==> src/rtl/eec_pkg.sv <==
// Shared types and register addresses for the edge event controller.
// Assumes an 8-bit register port with 2-bit addressing.
package eec_pkg;
    localparam int ADDR_W = 2;
    localparam int DATA_W = 8;
    localparam int NUM_CH = 2;

    localparam logic [ADDR_W-1:0] ADDR_CTRL = 2'd0;
    localparam logic [ADDR_W-1:0] ADDR_STAT = 2'd1;
    localparam logic [ADDR_W-1:0] ADDR_CUR  = 2'd2;

    // Control byte, MSB first: ch2 pol, ch2 src, ch1 pol, ch1 src, seq, enable
    typedef struct packed {
        logic       ch2_pol;
        logic [1:0] ch2_src;
        logic       ch1_pol;
        logic [1:0] ch1_src;
        logic       seq_en;
        logic       mod_en;
    } ctrl_t;

    // Current-source byte: trim above range
    typedef struct packed {
        logic [5:0] trim;
        logic [1:0] range;
    } cur_t;
endpackage

==> src/rtl/eec_sync.sv <==
// Multi-stage synchroniser for asynchronous pin inputs.
// Assumes each bit is independent; no bus coherency is implied.
module eec_sync #(
    parameter int WIDTH  = 2,
    parameter int STAGES = 2
) (
    input  logic             clk,
    input  logic             rst_n,
    input  logic [WIDTH-1:0] d_in,
    output logic [WIDTH-1:0] q_out
);
    logic [WIDTH-1:0] stage_q [STAGES];

    // Shift the pin levels through the flop chain
    always_ff @(posedge clk) begin
        if (!rst_n) begin
            for (int i = 0; i < STAGES; i++) stage_q[i] <= '0;
        end else begin
            stage_q[0] <= d_in;
            for (int i = 1; i < STAGES; i++) stage_q[i] <= stage_q[i-1];
        end
    end

    assign q_out = stage_q[STAGES-1];
endmodule

==> src/rtl/eec_cfg.sv <==
// Configuration registers: control and current bytes, plus status clear strobes.
// Assumes writes are single-cycle strobes; address 3 is unused.
module eec_cfg
    import eec_pkg::*;
(
    input  logic              clk,
    input  logic              rst_n,
    input  logic              we,
    input  logic [ADDR_W-1:0] addr,
    input  logic [DATA_W-1:0] wdata,
    output ctrl_t             ctrl_o,
    output cur_t              cur_o,
    output logic [NUM_CH-1:0] clr_o
);
    // Hold the control and current bytes
    always_ff @(posedge clk) begin
        if (!rst_n) begin
            ctrl_o <= '0;
            cur_o  <= '0;
        end else if (we) begin
            if (addr == ADDR_CTRL) ctrl_o <= ctrl_t'(wdata);
            if (addr == ADDR_CUR)  cur_o  <= cur_t'(wdata);
        end
    end

    // A zero bit written to the status address clears that channel
    always_comb begin
        for (int c = 0; c < NUM_CH; c++)
            clr_o[c] = we && (addr == ADDR_STAT) && !wdata[c];
    end
endmodule

==> src/rtl/eec_level.sv <==
// One channel's source selector and polarity stage.
// Assumes all sources are already synchronous to clk.
module eec_level #(
    parameter int NUM_SRC = 4,
    localparam int SEL_W  = $clog2(NUM_SRC)
) (
    input  logic [NUM_SRC-1:0] srcs,
    input  logic [SEL_W-1:0]   sel,
    input  logic               pol,
    output logic               active
);
    // Active when the chosen level equals the polarity setting
    always_comb active = (srcs[sel] == pol);
endmodule

==> src/rtl/edge_event_ctrl.sv <==
// Two-channel level event controller with sticky status and current-source enable.
// Assumes pin_in is asynchronous and trig_in is synchronous to clk.
module edge_event_ctrl
    import eec_pkg::*;
#(
    parameter int SYNC_STAGES = 2
) (
    input  logic              clk,
    input  logic              rst_n,
    input  logic              cfg_we,
    input  logic [ADDR_W-1:0] cfg_addr,
    input  logic [DATA_W-1:0] cfg_wdata,
    input  logic [1:0]        pin_in,
    input  logic [1:0]        trig_in,
    output logic [NUM_CH-1:0] evt_stat,
    output logic              isrc_en,
    output logic [1:0]        isrc_range,
    output logic [5:0]        isrc_trim
);
    localparam int NUM_SRC = 4;

    ctrl_t              ctrl;
    cur_t               cur;
    logic [NUM_CH-1:0]  clr_w;
    logic [1:0]         pin_s;
    logic [NUM_SRC-1:0] srcs;
    logic [NUM_CH-1:0]  lvl;
    logic [NUM_CH-1:0]  hit;
    logic [NUM_CH-1:0]  stat_q;
    logic               mod_en_w;
    logic               seq_en_w;

    eec_cfg u_cfg (
        .clk(clk), .rst_n(rst_n), .we(cfg_we), .addr(cfg_addr),
        .wdata(cfg_wdata), .ctrl_o(ctrl), .cur_o(cur), .clr_o(clr_w)
    );

    eec_sync #(.WIDTH(2), .STAGES(SYNC_STAGES)) u_sync (
        .clk(clk), .rst_n(rst_n), .d_in(pin_in), .q_out(pin_s)
    );

    assign srcs     = {trig_in, pin_s};
    assign mod_en_w = ctrl.mod_en;
    assign seq_en_w = ctrl.seq_en;

    genvar g;
    generate
        for (g = 0; g < NUM_CH; g++) begin : g_ch
            eec_level #(.NUM_SRC(NUM_SRC)) u_lvl (
                .srcs  (srcs),
                .sel   ((g == 0) ? ctrl.ch1_src : ctrl.ch2_src),
                .pol   ((g == 0) ? ctrl.ch1_pol : ctrl.ch2_pol),
                .active(lvl[g])
            );

            // Sticky flag: disable and clear win over a new event
            always_ff @(posedge clk) begin
                if (!rst_n)         stat_q[g] <= 1'b0;
                else if (!mod_en_w) stat_q[g] <= 1'b0;
                else if (clr_w[g])  stat_q[g] <= 1'b0;
                else if (hit[g])    stat_q[g] <= 1'b1;
            end
        end
    endgenerate

    // Channel 2 passes the ordering filter only after channel 1 is recorded
    always_comb begin
        hit[0] = lvl[0];
        hit[1] = lvl[1] && (!seq_en_w || stat_q[0]);
    end

    assign evt_stat   = stat_q;
    assign isrc_en    = stat_q[0] && !stat_q[1];
    assign isrc_range = cur.range;
    assign isrc_trim  = cur.trim;
endmodule

==> config.mk <==
export PLATFORM = sky130hd
export DESIGN_NAME = edge_event_ctrl
export DESIGN_NICKNAME = d
export VERILOG_FILES = /design/src/rtl/eec_pkg.sv /design/src/rtl/eec_sync.sv /design/src/rtl/eec_cfg.sv /design/src/rtl/eec_level.sv /design/src/rtl/edge_event_ctrl.sv
export SDC_FILE = /design/constraint.sdc
export NUM_CORES = 1
export LEC_CHECK = 0
export BUFFER_PORTS_ARGS = -buffer_cell sky130_fd_sc_hd__clkbuf_2
export CAP_MARGIN = 5
export CORE_MARGIN = 2
export CORE_UTILIZATION = 40
export CTS_CLUSTER_SIZE = 16
export DETAILED_ROUTE_END_ITERATION = 8
export GPL_ROUTABILITY_DRIVEN = 0
export PLACE_DENSITY = 0.61
export SYNTH_ARGS = -nofsm -noshare
export SYNTH_HDL_FRONTEND = slang
export SYNTH_SLANG_ARGS = --single-unit
export TNS_END_PERCENT = 20
==> constraint.sdc <==
create_clock -name clk -period 1.9 [get_ports clk]
set_clock_uncertainty 0.2 [all_clocks]
set_input_delay 0.285 -clock clk [delete_from_list [all_inputs] [get_ports clk]]
set_output_delay 0.285 -clock clk [all_outputs]
set_load 0.01 [all_outputs]
Yosys cells after proc, flatten, opt, wreduce, memory -nomap -nowiden. Memory sizes are Yosys's and may differ from the RTL's. Cells that the tools add are included.

Flip-flop bits (word level): 18. Latch bits: 0. Bits in writable memories: 4. Bits in read-only memories: 0. Memories: 1.

Memory list: u_sync.stage_q (depth 2, bits a word 2, rd ports 2, clocked after Yosys merged registers in 0, wr ports 2, RTL line eec_sync.sv:12) `logic [WIDTH-1:0] stage_q [STAGES];`.

$add $sub $neg: 0. Multiply operators: 0. Div/mod/pow operators: 0. Order comparisons: 2. Equal/unequal tests: 4. Shift operators: 0. Muxes and demuxes: 8. Bitwise operators: 4. Reduce and logical (&&, ||, !) cells: 15.

Operators by type and width (count): 2-bit by 3-bit less-than comparator with 1-bit output, second input constant (2); 3-bit OR reduction (2); 1-bit logical AND (5); 1-bit binary-select mux with 2-bit select (2); 1-bit logical NOT (4); 1-bit two-way mux (4); 2-bit two-way mux (2); 2-bit AND reduction (2); 1-bit equality test (2); 2-bit by 1-bit equality test with 1-bit output, second input constant (1); 2-bit equality test, second input constant (1); 2-bit logical NOT (1); 1-bit NOT (2); 1-bit OR (2); 1-bit logical OR (1).

Depth between registers and ports, before layout.
Depth in word-level cells: 4. Gate-level depth with buffers: 4.

Cells and area by module. Synthesis repeated with hierarchy kept, for this count alone.

Cells, all modules: 88. Area, all modules: 894.6 um^2.

By module, submodules not included: eec_cfg (times used 1, cells each 65, area an instance 628.1 um^2, seq. area each 320.3 um^2); eec_sync (times used 1, cells each 10, area an instance 120.1 um^2, seq. area each 80.1 um^2); edge_event_ctrl (times used 1, cells each 9, area an instance 83.8 um^2, seq. area each 40.0 um^2); eec_level (times used 2, cells each 2, area an instance 31.3 um^2, seq. area each 0.0 um^2).

Least setup slack after synthesis. No wires, ideal clock.

Path kind: register to register. From: reg evt_stat[1] (netlist name). To: reg stat_q[1], in the netlist evt_stat[1]. Setup time: 0.125 ns. Data arrival time: 0.903 ns. Slack: 0.672 ns. Stages on the path, launching flop included: 4. Path buffers: 0. Period minus slack after synthesis: 1.228 ns. Path through: dfxtp_1 > or3b_1 > mux2i_1 > a211oi_2.

RTL lines: end signal, assigned by index (RTL line edge_event_ctrl.sv:58) `if (!rst_n) stat_q[g] <= 1'b0;`; end signal, assigned by index (RTL line edge_event_ctrl.sv:59) `else if (!mod_en_w) stat_q[g] <= 1'b0;`; end signal, assigned by index (RTL line edge_event_ctrl.sv:60) `else if (clr_w[g]) stat_q[g] <= 1'b0;`; end, declared (RTL line edge_event_ctrl.sv:29) `logic [NUM_CH-1:0] stat_q;`.

Worst setup path after layout.
From: reg stat_q[0], in the netlist evt_stat[0]. To: out isrc_en.

Longest elaborated chain between the ends: 1.

Ends and longest elaborated chain: 1-bit logical AND (RTL line edge_event_ctrl.sv:73) `assign isrc_en = stat_q[0] && !stat_q[1];`; end, declared (RTL line edge_event_ctrl.sv:16) `output logic isrc_en,`.

Every way passes these cells.

==> implementation parameters <==
Parameter                              Value

Run status
  Status ... complete, no violations

Yosys
  Syn nets ... 102
  Most area-hungry cell type in the Yosys netlist ... sky130_fd_sc_hd__dfxtp_1
  Number of synthesized register bits ... 22
  Sequential share of the synthesized area ... 46.2%
  Average instance area after synthesis ... 11.2 um2
  Post-Syn Area ... approximately 950 um2
  Distinct cells, synth ... 15
  Synth Instances ... 85
  Count of yosys warnings during synthesis ... 0
  Biggest area contributors in the synthesized netlist ... sky130_fd_sc_hd__dfxtp_1, sky130_fd_sc_hd__mux2i_1, sky130_fd_sc_hd__nor2b_1
  Fraction of synthesized cell area taken by the top area cell type ... 46.2%

GRT
  First-pass GRT wire length ... between 2 and 3 mm
  Initial antenna violation count ... 0
  Vias in the first global route ... roughly 590
  Overall overflow remaining after global route ... 0
  GR Util All Layers ... a little over an eighth
  Largest net degree at the start of global routing ... 23

Drt
  Number of vias in the routed layout ... 694
  Antenna-violating nets left ... 0
  DRC violation total after the first TritonRoute iteration ... 1
  WL final ... about 1.7 mm
  Detailed-route DRC error count ... 0
  Mean number of vias per cell ... just under 5
  Detailed Routing Iterations Pass 1 ... 2
  WL per Instance ... approximately 12 um

Setup path
  R2R setup slack ... around 0.59 ns
  Crit-path max FO ... 6
  Required arrival time at the worst endpoint ... around 1.4 ns
  Critical path type ... reg -> out
  Data arrival time of the critical path ... roughly 1 ns
  Reg2Reg Launch Point ... u_cfg.ctrl_o[5]$_SDFFE_PN0P_
  Startpoint kind of the worst setup timing path ... flop
  Worst r2r path cells ... 3
  Reg-to-reg endpoint ... evt_stat[1]$_SDFFE_PP0P_
  Kind of end point of the critical path ... output pin

CTS
  Buffer type at the clock tree root ... sky130_fd_sc_hd__clkbuf_4
  Total clock buffers created by CTS ... 3
  Clk buf depth ... 2
  Clock tree sinks ... 22
  Number of cells upsized or downsized after cts ... 0
  Clock transition at the registers of the reported paths ... roughly 0.12 ns
  Later-pin clock latency in the skew report ... approximately 0.30 ns
  H-tree depth ... 1
  TritonCTS clock tree ... done
  Buffers inserted during post-CTS setup optimization ... 0

Timing
  Endpoints failing setup ... 0
  Final Hold Viols ... 0
  Min cycle time layout ... about 1.5 ns
  Peak clock frequency supported by timing ... about 670 MHz
  Worst-Margin Slew ... between 0.5 and 0.6 ns
  Sum of negative setup slack ... 0 ns
  Rel. slew slack ... ~62%
  RSZ-0062 raised after global routing ... false
  Crit share post-route ... between 70% and 80%
  Max-slew violation count ... 0

Finish
  Utilization of the core after routing ... approximately 52%
  Number of antenna cells inserted ... 0
  Commonest cells after routing, fill and taps aside ... sky130_fd_sc_hd__clkbuf_2, sky130_fd_sc_hd__mux2i_1, sky130_fd_sc_hd__dfxtp_1, sky130_fd_sc_hd__nor2b_1
  Synthesis-to-finish area growth ... 21.8%
  Final-stage net count ... 133
  Fraction of layout cells with a size suffix above 1 ... between 30% and 40%
  Most common library cell in the layout ignoring fill and taps ... sky130_fd_sc_hd__clkbuf_2

Floorplan
  Initial core utilization ... between 40% and 50%
  Die extent in x ... about 53 um
  Number of rows in the core area ... 17
  Area inside the core boundary ... about 2200 um2
  Ports ... 28
  Vertical die dimension ... ~53 um
  Die area ... 2790 um2

Power
  Comb pwr share ... approximately 11%
  Share of power burned in the clock network ... a little under a third
  Total internal power ... 645 uW
  Net Sw Power ... 190 uW
  Fraction of power consumed by sequential logic ... ~60%
  Leakage Power ... about 0.0005 uW
  Switching Fraction ... between 20 and 25%
  Total power density per cell area ... a little over 700 nW/um2
  VDD IR max ... roughly 0.43 mV

Place
  Number of port buffers ... 27
  Placed wire-length estimate after detailed placement ... around 1.3 mm

Min path
  Worst Hold Endpoint ... u_cfg.cur_o[5]$_SDFFE_PN0P_
  Path class of the lowest-slack min-delay path ... in -> reg
  Critical hold path startpoint ... cfg_wdata[5]
  Hold depth ... 3

Job
  Total of max-cap violations ... 0
routing by layer:
| layer | GRT usage (%) | vias up | wire (um) |
|---|---|---|---|
| met4 | 7.69 | 0 | 16 |
| met5 | 0 | - | 0 |
| li1 | - | 357 | - |
| met1 | 15.2 | 320 | 778 |
| met3 | 4.00 | 2 | 98 |
| met2 | 21.3 | 15 | 807 |
worst max-delay path: stages, from the launching register on:
cell and delay [ns]:
sky130_fd_sc_hd__dfxtp_1 0.42, sky130_fd_sc_hd__nor2b_1 0.16, sky130_fd_sc_hd__clkbuf_2 0.14
cell usage after synthesis (all sizes together):
master   number
buf           2
a211oi        2
xnor2         2
nor2          2
mux2i        22
nor2b        17
o211ai        1
or3b          3
clkbuf        2
dfxtp        22
nand3b        4
o2111ai       1
nor3b         1
and2          4
stage by stage:
step	area, um2	worst slack (ns)	hold slack, ns	std cells	total power, uW
after CTS	1160	0.373	0.0413	143	850
after global placement	1100	0.376	0.215	137	587
after detailed placement	1100	0.351	0.220	137	589
final	1160	0.400	0.0537	143	836
after floorplan	953	0.672	0.212	85	553
after global routing	1160	0.324	0.0412	143	878
sequential cells by signal, summed over array words and instances (netlist names):
| signal | flops |
|---|---|
| u_cfg.ctrl_o | 8 |
| u_sync.stage_q | 4 |
| u_cfg.cur_o | 8 |
| evt_stat | 2 |
how the worst max path moves through the flow:
stage                                   startpoint                           end  cells past startpoint
after floorplan           evt_stat[1]$_SDFFE_PP0P_      evt_stat[1]$_SDFFE_PP0P_                      3
after global placement                 cfg_addr[0]   u_cfg.cur_o[6]$_SDFFE_PN0P_                      4
after detailed placement               cfg_addr[0]  u_cfg.ctrl_o[1]$_SDFFE_PN0P_                      5
after CTS                 evt_stat[0]$_SDFFE_PP0N_                       isrc_en                      2
after global routing      evt_stat[0]$_SDFFE_PP0N_                       isrc_en                      2
final                     evt_stat[0]$_SDFFE_PP0N_                       isrc_en                      2
power by group through the flow:
| stage | sequential, uW | clock [uW] | combinational [uW] |
|---|---|---|---|
| finish | 488 | 256 | 92.7 |
| global route | 490 | 286 | 102 |
| CTS | 488 | 268 | 94.9 |
| detailed placement | 498 | 0 | 91.0 |
| global placement | 498 | 0 | 89.3 |
| floorplan | 499 | 0 | 54.0 |
area by class of cell:
type / count / area [um2]
clock buffer: 4 / 36.3
tap: 28 / 35.0
multi-input combinational: 59 / 487
fill: 230 / 1070
timing repair buffer: 30 / 163
sequential: 22 / 440
cells by family after synthesis:
kind of cell,synth area share (%)
simple gates,21.8
mux,23.1
flops,46.2
compound gates,4.33
buf+inv,2.76
xor+xnor,1.84
timing repair:
item / in CTS / in global routing
hold endpoints to repair: 2 / 0
endpoints found under the setup margin: 0 / 0
hold buffers: 2 / 0
(Power assumes the default switching activity.)
